## config.mk

```make
export PLATFORM = sky130hd
export DESIGN_NAME = dbx_xfer
export DESIGN_NICKNAME = d
export VERILOG_FILES = /design/src/rtl/dbx_pkg.sv /design/src/rtl/dbx_req_port.sv /design/src/rtl/dbx_lock_lookup.sv /design/src/rtl/dbx_gap_timer.sv /design/src/rtl/dbx_xfer.sv
export SDC_FILE = /design/constraint.sdc
export NUM_CORES = 1
export LEC_CHECK = 0
export ABC_AREA = 1
export BUFFER_PORTS_ARGS = -buffer_cell sky130_fd_sc_hd__buf_2
export CAP_MARGIN = 15
export CORE_AREA = 5 5 157 159
export DETAILED_ROUTE_END_ITERATION = 16
export DIE_AREA = 0 0 162 164
export GPL_TIMING_DRIVEN = 0
export PLACE_DENSITY = 0.77
export SETUP_SLACK_MARGIN = 0.02
export SYNTH_ARGS = -nofsm -noshare
export SYNTH_HDL_FRONTEND = slang
export SYNTH_SLANG_ARGS = --single-unit
```

## constraint.sdc

```tcl
create_clock -name clk -period 1.8 [get_ports clk]
set_input_delay 0.27 -clock clk [delete_from_list [all_inputs] [get_ports clk]]
set_output_delay 0.27 -clock clk [all_outputs]
set_load 0.01 [all_outputs]
```

## src/rtl/dbx_pkg.sv

```systemverilog
package dbx_pkg;

  typedef enum logic [1:0] {
    FN_NONE = 2'd0,
    FN_RD   = 2'd1,
    FN_WR   = 2'd2,
    FN_CMP  = 2'd3
  } dbx_fn_e;

  typedef enum logic [3:0] {
    ST_IDLE,
    ST_CHECK,
    ST_WC_RD,
    ST_WC_WR,
    ST_CA_RD,
    ST_CA_WR,
    ST_MEM_RD,
    ST_DSK_RD,
    ST_MEM_WR,
    ST_DSK_WR,
    ST_ADV,
    ST_GAP
  } dbx_state_e;

endpackage

```

## src/rtl/dbx_req_port.sv

```systemverilog
// Request/grant issuer: latches one access on go, holds it until granted,
// then flags ack in the cycle the returned read data is valid.
module dbx_req_port #(
  parameter int AW = 15,
  parameter int DW = 18
) (
  input  logic          clk,
  input  logic          rst_n,
  input  logic          go,
  input  logic          go_we,
  input  logic [AW-1:0] go_addr,
  input  logic [DW-1:0] go_wdata,
  input  logic          bus_gnt,
  output logic          bus_req,
  output logic          bus_we,
  output logic [AW-1:0] bus_addr,
  output logic [DW-1:0] bus_wdata,
  output logic          ack
);

  logic pend_q;

  always_ff @(posedge clk or negedge rst_n) begin
    if (!rst_n) begin
      bus_req   <= 1'b0;
      bus_we    <= 1'b0;
      bus_addr  <= '0;
      bus_wdata <= '0;
      pend_q    <= 1'b0;
    end else begin
      pend_q <= bus_req && bus_gnt;
      if (go) begin
        bus_req   <= 1'b1;
        bus_we    <= go_we;
        bus_addr  <= go_addr;
        bus_wdata <= go_wdata;
      end else if (bus_req && bus_gnt) begin
        bus_req <= 1'b0;
      end
    end
  end

  assign ack = pend_q;

endmodule

```

## src/rtl/dbx_lock_lookup.sv

```systemverilog
// Selects the lock bit of one track group on one disk.
module dbx_lock_lookup #(
  parameter int NDISK = 8,
  parameter int NGRP  = 16,
  localparam int DSEL_W = $clog2(NDISK),
  localparam int GRP_W  = $clog2(NGRP)
) (
  input  logic [NDISK*NGRP-1:0] lock_map,
  input  logic [DSEL_W-1:0]     disk_sel,
  input  logic [GRP_W-1:0]      grp_sel,
  output logic                  locked
);

  logic [NGRP-1:0] row [NDISK];

  for (genvar g = 0; g < NDISK; g++) begin : g_row
    assign row[g] = lock_map[g*NGRP +: NGRP];
  end

  assign locked = row[disk_sel][grp_sel];

endmodule

```

## src/rtl/dbx_gap_timer.sv

```systemverilog
// Counts the idle interval between words; fire is high in its last cycle.
module dbx_gap_timer #(
  parameter int GAP = 16,
  localparam int CW = $clog2(GAP + 1)
) (
  input  logic clk,
  input  logic rst_n,
  input  logic arm,
  output logic fire
);

  logic [CW-1:0] cnt_q;
  logic          run_q;

  always_ff @(posedge clk or negedge rst_n) begin
    if (!rst_n) begin
      cnt_q <= '0;
      run_q <= 1'b0;
    end else if (arm) begin
      cnt_q <= CW'(GAP - 1);
      run_q <= 1'b1;
    end else if (run_q) begin
      if (cnt_q == '0) run_q <= 1'b0;
      else             cnt_q <= cnt_q - 1'b1;
    end
  end

  assign fire = run_q && (cnt_q == '0);

endmodule

```

## src/rtl/dbx_xfer.sv

```systemverilog
module dbx_xfer
  import dbx_pkg::*;
#(
  parameter int WORD_W     = 18,
  parameter int DA_W       = 21,
  parameter int MEM_AW     = 15,
  parameter int MEM_WORDS  = 4096,
  parameter int NDISK      = 8,
  parameter int NGRP       = 16,
  parameter int WC_LOC     = 30,
  parameter int CA_LOC     = 31,
  parameter int GAP_CYCLES = 16,
  localparam int CAP_W  = DA_W + 1,
  localparam int DSEL_W = $clog2(NDISK),
  localparam int GRP_W  = $clog2(NGRP),
  localparam int GRP_LSB = DA_W - DSEL_W - GRP_W
) (
  input  logic                  clk,
  input  logic                  rst_n,
  input  logic                  start,
  input  logic [1:0]            func,
  input  logic                  burst,
  input  logic [DA_W-1:0]       da_init,
  input  logic [CAP_W-1:0]      capacity,
  input  logic [NDISK*NGRP-1:0] lock_map,
  output logic                  mem_req,
  output logic                  mem_we,
  output logic [MEM_AW-1:0]     mem_addr,
  output logic [WORD_W-1:0]     mem_wdata,
  input  logic                  mem_gnt,
  input  logic [WORD_W-1:0]     mem_rdata,
  output logic                  dsk_req,
  output logic                  dsk_we,
  output logic [DA_W-1:0]       dsk_addr,
  output logic [WORD_W-1:0]     dsk_wdata,
  input  logic                  dsk_gnt,
  input  logic [WORD_W-1:0]     dsk_rdata,
  output logic                  busy,
  output logic                  done,
  output logic                  err,
  output logic                  err_nxd,
  output logic                  err_wlk,
  output logic                  err_wchk,
  output logic [DA_W-1:0]       da_out
);

  dbx_state_e        state_q;
  dbx_fn_e           fn_q;
  logic              burst_q;
  logic              waiting_q;
  logic [DA_W-1:0]   da_q;
  logic [WORD_W-1:0] wc_q;
  logic [WORD_W-1:0] ca_q;
  logic [WORD_W-1:0] mdat_q;
  logic [WORD_W-1:0] ddat_q;
  logic [MEM_AW-1:0] pa;
  logic              pa_installed;

  logic              mem_go, mem_go_we, mem_ack;
  logic [MEM_AW-1:0] mem_go_addr;
  logic [WORD_W-1:0] mem_go_wdata;
  logic              dsk_go, dsk_go_we, dsk_ack;
  logic              locked, gap_arm, gap_fire;

  assign pa           = ca_q[MEM_AW-1:0];
  assign pa_installed = (32'(pa) < MEM_WORDS);

  // Access issue for the current step, once per step.
  always_comb begin
    mem_go       = 1'b0;
    mem_go_we    = 1'b0;
    mem_go_addr  = pa;
    mem_go_wdata = ddat_q;
    dsk_go       = 1'b0;
    dsk_go_we    = 1'b0;
    if (!waiting_q) begin
      unique case (state_q)
        ST_WC_RD:  begin mem_go = 1'b1; mem_go_addr = MEM_AW'(WC_LOC); end
        ST_WC_WR:  begin
          mem_go = 1'b1; mem_go_we = 1'b1;
          mem_go_addr = MEM_AW'(WC_LOC); mem_go_wdata = wc_q;
        end
        ST_CA_RD:  begin mem_go = 1'b1; mem_go_addr = MEM_AW'(CA_LOC); end
        ST_CA_WR:  begin
          mem_go = 1'b1; mem_go_we = 1'b1;
          mem_go_addr = MEM_AW'(CA_LOC); mem_go_wdata = ca_q;
        end
        ST_MEM_RD: mem_go = 1'b1;
        ST_MEM_WR: begin mem_go = 1'b1; mem_go_we = 1'b1; end
        ST_DSK_RD: dsk_go = 1'b1;
        ST_DSK_WR: begin dsk_go = 1'b1; dsk_go_we = 1'b1; end
        default: ;
      endcase
    end
  end

  dbx_req_port #(.AW(MEM_AW), .DW(WORD_W)) u_mport (
    .clk(clk), .rst_n(rst_n), .go(mem_go), .go_we(mem_go_we),
    .go_addr(mem_go_addr), .go_wdata(mem_go_wdata), .bus_gnt(mem_gnt),
    .bus_req(mem_req), .bus_we(mem_we), .bus_addr(mem_addr),
    .bus_wdata(mem_wdata), .ack(mem_ack)
  );

  dbx_req_port #(.AW(DA_W), .DW(WORD_W)) u_dport (
    .clk(clk), .rst_n(rst_n), .go(dsk_go), .go_we(dsk_go_we),
    .go_addr(da_q), .go_wdata(mdat_q), .bus_gnt(dsk_gnt),
    .bus_req(dsk_req), .bus_we(dsk_we), .bus_addr(dsk_addr),
    .bus_wdata(dsk_wdata), .ack(dsk_ack)
  );

  dbx_lock_lookup #(.NDISK(NDISK), .NGRP(NGRP)) u_lock (
    .lock_map(lock_map),
    .disk_sel(da_q[DA_W-1 -: DSEL_W]),
    .grp_sel (da_q[GRP_LSB +: GRP_W]),
    .locked  (locked)
  );

  assign gap_arm = (state_q == ST_ADV) && (wc_q != '0) && !burst_q;

  dbx_gap_timer #(.GAP(GAP_CYCLES)) u_gap (
    .clk(clk), .rst_n(rst_n), .arm(gap_arm), .fire(gap_fire)
  );

  always_ff @(posedge clk or negedge rst_n) begin
    if (!rst_n) begin
      state_q   <= ST_IDLE;
      fn_q      <= FN_NONE;
      burst_q   <= 1'b0;
      waiting_q <= 1'b0;
      da_q      <= '0;
      wc_q      <= '0;
      ca_q      <= '0;
      mdat_q    <= '0;
      ddat_q    <= '0;
      done      <= 1'b0;
      err_nxd   <= 1'b0;
      err_wlk   <= 1'b0;
      err_wchk  <= 1'b0;
    end else begin
      if (mem_go || dsk_go)        waiting_q <= 1'b1;
      else if (mem_ack || dsk_ack) waiting_q <= 1'b0;

      unique case (state_q)
        ST_IDLE: if (start && (func != 2'd0)) begin
          da_q     <= da_init;
          fn_q     <= dbx_fn_e'(func);
          burst_q  <= burst;
          done     <= 1'b0;
          err_nxd  <= 1'b0;
          err_wlk  <= 1'b0;
          err_wchk <= 1'b0;
          state_q  <= ST_CHECK;
        end
        ST_CHECK: if ({1'b0, da_q} >= capacity) begin
          err_nxd <= 1'b1;
          done    <= 1'b1;
          state_q <= ST_IDLE;
        end else begin
          state_q <= ST_WC_RD;
        end
        ST_WC_RD: if (mem_ack) begin
          wc_q    <= mem_rdata + 1'b1;
          state_q <= ST_WC_WR;
        end
        ST_WC_WR: if (mem_ack) state_q <= ST_CA_RD;
        ST_CA_RD: if (mem_ack) begin
          ca_q    <= mem_rdata + 1'b1;
          state_q <= ST_CA_WR;
        end
        ST_CA_WR: if (mem_ack) begin
          unique case (fn_q)
            FN_RD:   state_q <= ST_DSK_RD;
            FN_WR:   if (locked) begin
              err_wlk <= 1'b1;
              done    <= 1'b1;
              state_q <= ST_IDLE;
            end else begin
              state_q <= ST_MEM_RD;
            end
            default: state_q <= ST_MEM_RD;
          endcase
        end
        ST_MEM_RD: if (mem_ack) begin
          mdat_q  <= mem_rdata;
          state_q <= (fn_q == FN_WR) ? ST_DSK_WR : ST_DSK_RD;
        end
        ST_DSK_RD: if (dsk_ack) begin
          if (fn_q == FN_RD) begin
            ddat_q  <= dsk_rdata;
            state_q <= pa_installed ? ST_MEM_WR : ST_ADV;
          end else if (dsk_rdata != mdat_q) begin
            err_wchk <= 1'b1;
            done     <= 1'b1;
            state_q  <= ST_IDLE;
          end else begin
            state_q <= ST_ADV;
          end
        end
        ST_MEM_WR: if (mem_ack) state_q <= ST_ADV;
        ST_DSK_WR: if (dsk_ack) state_q <= ST_ADV;
        ST_ADV: begin
          da_q <= da_q + 1'b1;
          if (wc_q == '0) begin
            done    <= 1'b1;
            state_q <= ST_IDLE;
          end else begin
            state_q <= burst_q ? ST_CHECK : ST_GAP;
          end
        end
        ST_GAP: if (gap_fire) state_q <= ST_CHECK;
        default: state_q <= ST_IDLE;
      endcase
    end
  end

  assign busy   = (state_q != ST_IDLE);
  assign err    = err_nxd | err_wlk | err_wchk;
  assign da_out = da_q;

endmodule

```

### Word level (Yosys, flattened, before mapping)

Cells that the tools add are included.

| operators by class | value |
|---|---|
| $add $sub $neg | 3 |
| eq/ne operators | 31 |
| bitwise gates (word level) | 3 |
| reductions and logical operators | 41 |
| magnitude comparators | 4 |
| muxes and demuxes | 64 |

Operator list:

| kind | number |
|---|---|
| 4-bit two-way mux | 15 |
| 16-bit binary-select mux with 3-bit select | 1 |
| 4-bit one-hot mux with 12 select lines | 1 |
| 21-bit one-hot mux with 2 select lines | 1 |
| 18-bit one-hot mux with 2 select lines | 1 |
| 16-bit two-way mux | 2 |
| 15-bit one-hot mux with 2 select lines | 1 |
| 1-bit two-way mux | 27 |
| 21-bit by 22-bit >= comparator with 1-bit output | 1 |
| 21-bit by 1-bit adder with 21-bit output (second input constant) | 1 |
| 21-bit two-way mux | 1 |
| 10-bit AND reduction | 2 |
| 18-bit by 1-bit adder with 18-bit output (second input constant) | 1 |
| 18-bit logical NOT | 1 |
| 18-bit two-way mux | 1 |
| 18-bit != test | 1 |
| 2-bit by 1-bit != test with 1-bit output (second input constant) | 9 |
| 18-bit nonzero test | 1 |
| 2-bit nonzero test | 9 |
| 4-bit by 3-bit equality test with 1-bit output (second input constant) | 4 |
| 4-bit equality test (second input constant) | 4 |
| 2-bit != test (second input constant) | 8 |
| 15-bit by 13-bit less-than comparator with 1-bit output (second input constant) | 1 |
| 15-bit two-way mux | 1 |
| 29 further kinds | 51 |

| word-level totals | value |
|---|---|
| input bits | 215 |
| register bits after elaboration | 189 |
| output and inout port bits | 103 |

### Depth between registers and ports, before layout

Gate-level depths: netlist of run 1.

| depth | value |
|---|---|
| depth in word-level cells | 10 |
| depth in mapped cells | 18 |
| gate-level depth less buffers | 16 |

### Modules after synthesis

From an unflattened synthesis of run 1, not the netlist that was laid out.

| second synthesis, totals | value |
|---|---|
| cells, all modules | 1631 |
| area, all modules | 11614.9 um^2 |

By module, submodules not included:

| module | area an instance (um^2) | cells each | instances | seq. area each (um^2) |
|---|---|---|---|---|
| dbx_xfer | 6826.5 | 965 | 1 | 2627.5 |
| dbx_req_port (u_dport) | 1696.6 | 177 | 1 | 1051.0 |
| dbx_req_port (u_mport) | 1407.6 | 151 | 1 | 900.9 |
| dbx_lock_lookup | 1338.8 | 296 | 1 | 0.0 |
| dbx_gap_timer | 345.3 | 42 | 1 | 150.1 |

### Worst setup path after synthesis of run 1

No wires, ideal clock.

| path | value |
|---|---|
| kind | register to register |
| start point | register da_q[1], in the netlist da_out[1] |
| end point | register da_q[20], in the netlist da_out[20] |
| path buffers | 0 |
| required time | 1.724 ns |
| slack | -0.013 ns |
| arrival time | 1.737 ns |
| period minus slack after synthesis | 1.813 ns |
| stages on the path, launching flop included | 11 |
| setup time | 0.076 ns |
| path through | dfrtp_1 > ha_1 > nand3_2 > nor4_4 > nand3_2 > nor2_2 > nand3_1 > nor2_1 > xor2_1 > nor2_1 > o21ai_1 |

| between the ends | value |
|---|---|
| longest elaborated chain between the ends | 2 |

RTL lines:

| item | RTL line | RTL |
|---|---|---|
| start, declared | dbx_xfer.sv:51 | `logic [DA_W-1:0] da_q;` |
| start signal, assigned | dbx_xfer.sv:145 | `da_q <= da_init;` |
| start signal, assigned | dbx_xfer.sv:202 | `da_q <= da_q + 1'b1;` |
| 21-bit by 1-bit adder with 21-bit output | dbx_xfer.sv:202 |  |
| 21-bit one-hot mux with 2 select lines | dbx_xfer.sv:143 | `unique case (state_q)` |

No other way between the ends.
A chain may end at the register's enable or synchronous reset.

### Final worst setup path of run 1

| path | value |
|---|---|
| start point | register da_q[5], in the netlist da_out[5] |
| end point | register done |

| between the ends | value |
|---|---|
| longest elaborated chain between the ends | 3 |

RTL lines:

| item | RTL line | RTL |
|---|---|---|
| 21-bit by 22-bit >= comparator with 1-bit output | dbx_xfer.sv:154 | `ST_CHECK: if ({1'b0, da_q} >= capacity) begin` |
| 2-bit != test (no source line) | -- |  |
| 10-bit AND reduction (no source line) | -- |  |
| end signal, assigned | dbx_xfer.sv:148 | `done <= 1'b0;` |
| end signal, assigned | dbx_xfer.sv:156 | `done <= 1'b1;` |
| end signal, assigned | dbx_xfer.sv:175 | `done <= 1'b1;` |
| end, declared | dbx_xfer.sv:39 | `output logic done,` |

No other way between the ends.

==> results of run 1 <==
[cells by family after synthesis]
family,Yosys count,synth area share [%]
flip-flops,189,43.3
AO/OA/AOI/OAI,252,13.2
buffers and inverters,247,9.65
XOR/XNOR,41,3.29
AND/OR/NAND/NOR,664,26.2
multiplexers,13,1.34
adder cells (fa/ha/maj),27,3.09
[state kept, by name, summed over array words and instances, names as in the netlist, 2 cells and up]
name	count
mdat_q	18
u_gap.cnt_q	5
u_dport.bus_addr	21
u_mport.bus_wdata	18
state_q	4
ca_q	18
ddat_q	18
wc_q	18
da_out	21
u_mport.bus_addr	15
fn_q	2
u_dport.bus_wdata	18
[worst register-to-register path: cells and delay by family (launching register included)]
| kind | cells | cell delay (ns) |
|---|---|---|
| AND/OR/NAND/NOR | 7 | 0.86 |
| flip-flops | 1 | 0.47 |
| AO/OA/AOI/OAI | 3 | 0.36 |
| adder cells (fa/ha/maj) | 1 | 0.25 |
[worst max-delay path by stage]
stage               slack [ns]                      to  depth (start not counted)
finish                   -0.27        done$_DFFE_PN0P_                         11
global route             -0.43     err_nxd$_DFFE_PN0P_                         11
CTS                      -0.29        done$_DFFE_PN0P_                         11
detailed placement       -0.47  state_q[2]$_DFFE_PN0P_                         13
global placement         -3.00   da_out[1]$_DFFE_PN0P_                          1
floorplan                 0.03  da_out[20]$_DFFE_PN0P_                         10
[per-stage QoR]
stage | hold slack, ns | area, sq um | total power [mW] | util [%]
after global routing | 0.0467 | 15800 | 28.9 | 68.3
final | 0.0339 | 15800 | 27.4 | 68.3
after detailed placement | 0.300 | 12900 | 18.5 | 55.8
after floorplan | -0.0256 | 10900 | 14.4 | -
after global placement | 0.453 | 12900 | 18.2 | 55.7
after CTS | 0.0296 | 14100 | 23.5 | 61.0
[metal layers]
layer | global-route usage, % | up-vias | share of wire (%)
li1 | - | 5543 | -
met1 | 35.0 | 5940 | 37
met2 | 49.1 | 789 | 48
met3 | 6.55 | 216 | 8.9
met4 | 11.3 | 6 | 5.5
met5 | 0 | - | 0.087
[power by group through the flow]
| stage | sequential [mW] | combinational, mW | clock (mW) |
|---|---|---|---|
| 6_report | 7.73 | 15.7 | 3.96 |
| 3_5_place_dp | 7.50 | 11.0 | 0 |
| 4_1_cts | 7.46 | 12.1 | 3.94 |
| 3_3_place_gp | 7.45 | 10.8 | 0 |
| 5_1_grt | 7.91 | 16.9 | 4.12 |
| 2_1_floorplan | 7.68 | 6.77 | 0 |
[area by class of cell]
cell class,count,area [sq um]
repair buffers,412,2530
well taps,290,363
plain buffers,62,601
clock buffers,17,425
clock inverters,15,186
multi-input cells,998,6200
fillers,1734,7320
diodes,3,7.51
flip-flops and latches,189,4750
inverters,185,737
[timing repair]
| item | in CTS | in global routing |
|---|---|---|
| resized for setup | 113 | 286 |
| endpoints found under the setup margin | 164 | 168 |
| gates cloned | 1 | 10 |
| pin swaps | 14 | 63 |
| hold buffers | 1 | 0 |
| buffers inserted | 28 | 55 |
| endpoints found under the hold margin | 75 | 0 |
[placed cells by master, fill, tap and decap left out, types with 13 or more instances in the layout]
master and count:
buf_8 14, nand2_2 20, a21oi_1 34, mux2_2 13
o21ai_1 17, inv_2 14, clkbuf_16 22, nor2_1 84
ha_4 13, nand3_1 108, o22ai_1 14, dfrtp_1 172
buf_4 72, dfrtp_2 17, buf_2 326, nor2_2 24
nand2_1 343, inv_1 158, buf_6 39, nand4_1 18
a21oi_2 23, o21ai_0 99, nor2_4 21, xor2_1 36
==> impl_metrics.tcl, run 1 <==
set metrics [dict create \
    wl_um 43800 \
    r2r-end "done$_DFFE_PN0P_" \
    grt_overflow 0 \
    cp.required_ns 2.14 \
    tightest_slew_ns 0.621 \
    hp-start "dsk_gnt" \
    pre_cts_ws_ns -0.470 \
    synth_edf_count 0 \
    synth_ff_type "dfrtp_1" \
    fmax_mhz 483 \
    first_global_vias 11500 \
    clkTransAtPathRegs_ns 0.07 \
    die_area_sq_um 26600 \
    min_to "u_dport.bus_req$_DFFE_PN0P_" \
    r2r-start "da_out[5]$_DFFE_PN0P_" \
    whs_path_depth 2 \
    leakage_nw 7.96 \
    row_count 56 \
    swShare_pct 46.5 \
    num_io_pins 318 \
    grtUsageTotal_pct 28.5 \
    yosysMostFrequentCell "nand2_1" \
    root_buffer "clkbuf_16" \
    r2r_setup_slack_ns -0.27 \
    critPathMaxStageDelay_ns 0.47 \
    period_minus_slack_ns 2.07 \
    crit_fanout 6 \
    hold_path.class "primary input to flop" \
    rr_worst_depth 11 \
    syn_to_final_growth_pct 44.6 \
    syn_nets 1675 \
    cp_num_buf_inv 0 \
    final.period_utilization_pct 115 \
    end_kind "flop" \
    seq_area_frac_synth_pct 43.3 \
    start_util_pct 47.2 \
    crit_path_start_kind "flop" \
    power_frac_seq_pct 28.2 \
    internal_power_mw 14.7 \
    fin_setup_tns_ns -4.45 \
    cts_max_level 4 \
    cts_made_buffers 17 \
    crit_family "simple AND/OR/NAND/NOR gates" \
    chipWidth_um 162 \
    num-nets-final 2107 \
    clk_latency_ns 0.45 \
    cts.sinks 189 \
    synthTopCellsByArea "dfrtp_1 (43%), nand2_1 (13%), inv_1 (5.9%)" \
    cp_slowest_cell "dfrtp_2" \
    path_cells "ha_4 -> nand2_4 -> nor2_1 -> o21ai_1 -> o211ai_1 -> nand4_1 -> nand4_1 -> nor2_4 -> nor2_2 -> a21oi_2 -> nor2_1" \
    gp_congestion 0.932 \
    rsz0062_at_grt "yes" \
    drive_gt1_share_pct 39.7 \
    hold_viol_final 0 \
    synth-seq-cells 189 \
    p_clk_share_pct 14.5 \
    drtIter0Drc 1395 \
    wl_per_cell_um 20.2 \
    ys_warn_count 0 \
    final_cells 2171 \
    synth_top_area_cell "dfrtp_1" \
    antenna_left 0 \
    fin_skew_ns 0.0154 \
    cap_violations 0 \
    vias 12500 \
    grt_first_pass_wirelength_um 60200 \
    status "complete, but fails checks" \
    core_sq_um 23100 \
    cts_buffer_depth 2 \
    place_hpwl_um 29500 \
    synth_top_area_share_pct 43.3 \
    synthTopCellsByCount "nand2_1 (372), dfrtp_1 (189), inv_1 (172), nor2_1 (120), nand3_1 (119)" \
    violations "negative setup slack" \
    drc 0 \
    placed_cells 2041 \
    first_pass_iters 9 \
    grt_antenna_before_repair 6 \
    maxSlewHeadroom_pct 58.6 \
    crit_type "flop to flop" \
    portBuffers 317 \
    setup.worst_path.start "da_out[5]$_DFFE_PN0P_" \
    synth_cell_type_count 50 \
    synth_area_per_cell_sq_um 7.62 \
    finalSetupViolCount 52 \
    p_sw_mw 12.7 \
    cts_tree "built" \
    netlist_instances 1433 \
    drv_slew 0 \
    pwr-share-comb_pct 57.3 \
    ys_async_sr_fraction_pct 100 \
    syn_area_sq_um 10900 \
    p_per_area_nw_per_um2 1730 \
    grt_start_max_net_pins 115 \
    die_height_um 164 \
    vias_per_cell 5.75 \
    fin_ws_ns -0.272 \
    arrival_ns 2.41 \
    vdd_drop_max_uv 1010 \
]
No activity file was read; power rests on OpenSTA's default activity.
==> run 2, diff against run 1 <==
--- a/config.mk
+++ b/config.mk
@@ -8,11 +8,10 @@
 export ABC_AREA = 1
 export BUFFER_PORTS_ARGS = -buffer_cell sky130_fd_sc_hd__buf_2
 export CAP_MARGIN = 15
-export CORE_AREA = 5 5 157 159
+export CORE_AREA = 3 3 181 183
 export DETAILED_ROUTE_END_ITERATION = 16
-export DIE_AREA = 0 0 162 164
+export DIE_AREA = 0 0 184 186
 export GPL_TIMING_DRIVEN = 0
-export PLACE_DENSITY = 0.77
 export SETUP_SLACK_MARGIN = 0.02
 export SYNTH_ARGS = -nofsm -noshare
 export SYNTH_HDL_FRONTEND = slang
==> run 2 against run 1 <==
- the run still ends with negative setup slack left
- largest cell class unchanged
- via count decreased by 8.5%
- power decreased by 6.5%
- critical path depth decreased by 1
- critical endpoint is now state_q[1]$_DFFE_PN0P_
- worst setup slack improved by 0.041 ns
==> impl_metrics.tcl, run 2 (same netlist as run 1, synthesis figures left out) <==
set metrics [dict create \
    core_sq_um 31400 \
    grt_antenna_before_repair 3 \
    num-nets-final 2086 \
    grt_start_max_net_pins 112 \
    final.period_utilization_pct 113 \
    crit_path_start_kind "flop" \
    multi_input_area_sq_um 5860 \
    portBuffers 317 \
    cts_made_buffers 17 \
    fill_cells 3077 \
    row_count 65 \
    grt_first_pass_wirelength_um 60500 \
    ff_latch_area_sq_um 4750 \
    clk_latency_ns 0.44 \
    fmax_mhz 493 \
    place_hpwl_um 30600 \
    grt_overflow 0 \
    leakage_nw 7.82 \
    drv_slew 0 \
    antenna_left 0 \
    chipWidth_um 184 \
    clkTransAtPathRegs_ns 0.08 \
    cts_max_level 4 \
    wl_per_cell_um 18.0 \
    status "complete, but fails checks" \
    first_global_vias 11300 \
    maxSlewHeadroom_pct 56.8 \
    violations "negative setup slack" \
    path_cells "ha_1 -> nand2_1 -> nor4_2 -> nand3_1 -> nand4_1 -> nor2_2 -> nor2_1 -> nand3_1 -> nand2_1 -> nand2_1" \
    crit_type "flop to flop" \
    end_kind "flop" \
    wl_um 40700 \
    cts_tree "built" \
    tightest_slew_ns 0.648 \
    gp_congestion 0.919 \
    arrival_ns 2.36 \
    drtIter0Drc 708 \
    grtUsageTotal_pct 22.7 \
    start_util_pct 34.8 \
    hold_path.class "primary input to flop" \
    first_pass_iters 7 \
    syn_to_final_growth_pct 41.1 \
    cp.required_ns 2.13 \
    vdd_drop_max_uv 622 \
    placed_cells 2153 \
    root_buffer "clkbuf_16" \
    hold_viol_final 0 \
    cts.sinks 189 \
    p_per_area_nw_per_um2 1660 \
    fin_ws_ns -0.230 \
    p_total_mw 25.6 \
    vias 11400 \
    crit_path_frequent_cell "nand2_1" \
    final_cells 2261 \
    crit_fanout 5 \
    num_io_pins 318 \
    die_height_um 186 \
    mostFrequentLayoutCell "nand2_1" \
    vias_per_cell 5.06 \
    critPathMaxStageDelay_ns 0.47 \
    rsz0062_at_grt "yes" \
    period_minus_slack_ns 2.03 \
    drive_gt1_share_pct 35.4 \
    cp_slowest_cell "dfrtp_1" \
    final_cell_mix "nand2_1 (356), buf_2 (325), dfrtp_1 (176), inv_1 (162), nand3_1 (109)" \
    cap_violations 0 \
    fin_skew_ns 0.0124 \
    finalSetupViolCount 40 \
    die_area_sq_um 34200 \
    drc 0 \
    cts_buffer_depth 2 \
]
[run 2: per-layer routing]
layer	part of all wire, %	track usage (%)	vias to the layer above
met1	40	27.2	5414
met4	3.0	8.01	2
met5	0.049	0	-
met2	49	40.0	443
met3	7.2	5.34	78
li1	-	-	5497
[run 2: power breakdown]
| group | internal, mW | switching (mW) |
|---|---|---|
| combinational | 5.81 | 8.40 |
| clock | 1.97 | 2.06 |
| sequential | 6.10 | 1.30 |
[run 2: path summary, 6_finish.rpt]
kind / endpoint / depth (start not counted) / startpoint / slack, ns
hold / removal: u_mport.ack$_DFF_PN0_ / 3 / mem_gnt / 0.03
setup reg to reg: state_q[1]$_DFFE_PN0P_ / 10 / da_out[6]$_DFFE_PN0P_ / -0.23
hold reg to reg: u_mport.bus_we$_DFFE_PN0P_ / 2 / u_mport.bus_we$_DFFE_PN0P_ / 0.48
min in group asynchronous: u_mport.bus_wdata[12]$_DFFE_PN0P_ / 2 / rst_n / 0.40
setup / recovery: state_q[1]$_DFFE_PN0P_ / 10 / da_out[6]$_DFFE_PN0P_ / -0.23
max in group asynchronous: da_out[1]$_DFFE_PN0P_ / 3 / rst_n / 0.33
[run 2: worst max-delay path, delay by kind of cell (launching register included)]
kind	cells	cell delay (ns)
adders and majority gates	1	0.31
and+or+nand+nor	9	1.15
DFF	1	0.47
[run 2: area by class of cell]
cell class,count,share of cell area (%)
diodes,2,0.0325
plain buffers,62,3.71
clock buffers,17,2.76
clock inverters,15,1.37
inverters,185,4.77
multi-input cells,998,38.0
flip-flops and latches,189,30.8
well taps,402,3.26
repair buffers,391,15.3
[run 2: what timing repair did]
item	in CTS	in global routing
resized for setup	139	157
hold buffers	1	0
pin swaps	23	35
hold endpoints to repair	78	0
setup buffers	44	25
endpoints found under the setup margin	171	171
cloned	0	5
[run 2: metrics by stage]
| stage | hold slack (ns) | TNS [ns] | cell area (sq um) | setup WS (ns) | utilization, % |
|---|---|---|---|---|---|
| 2_1_floorplan | -0.0256 | 0 | 10900 | 0.0287 | - |
| 3_3_place_gp | 0.455 | -559.34 | 13000 | -3.16 | 41.5 |
| 3_5_place_dp | 0.298 | -32.85 | 13100 | -0.550 | 41.6 |
| 4_1_cts | 0.0101 | -1.38 | 14500 | -0.198 | 46.3 |
| 5_1_grt | 0.0213 | -8.12 | 15400 | -0.329 | 49.1 |
| 6_report | 0.0306 | -2.28 | 15400 | -0.230 | 49.1 |
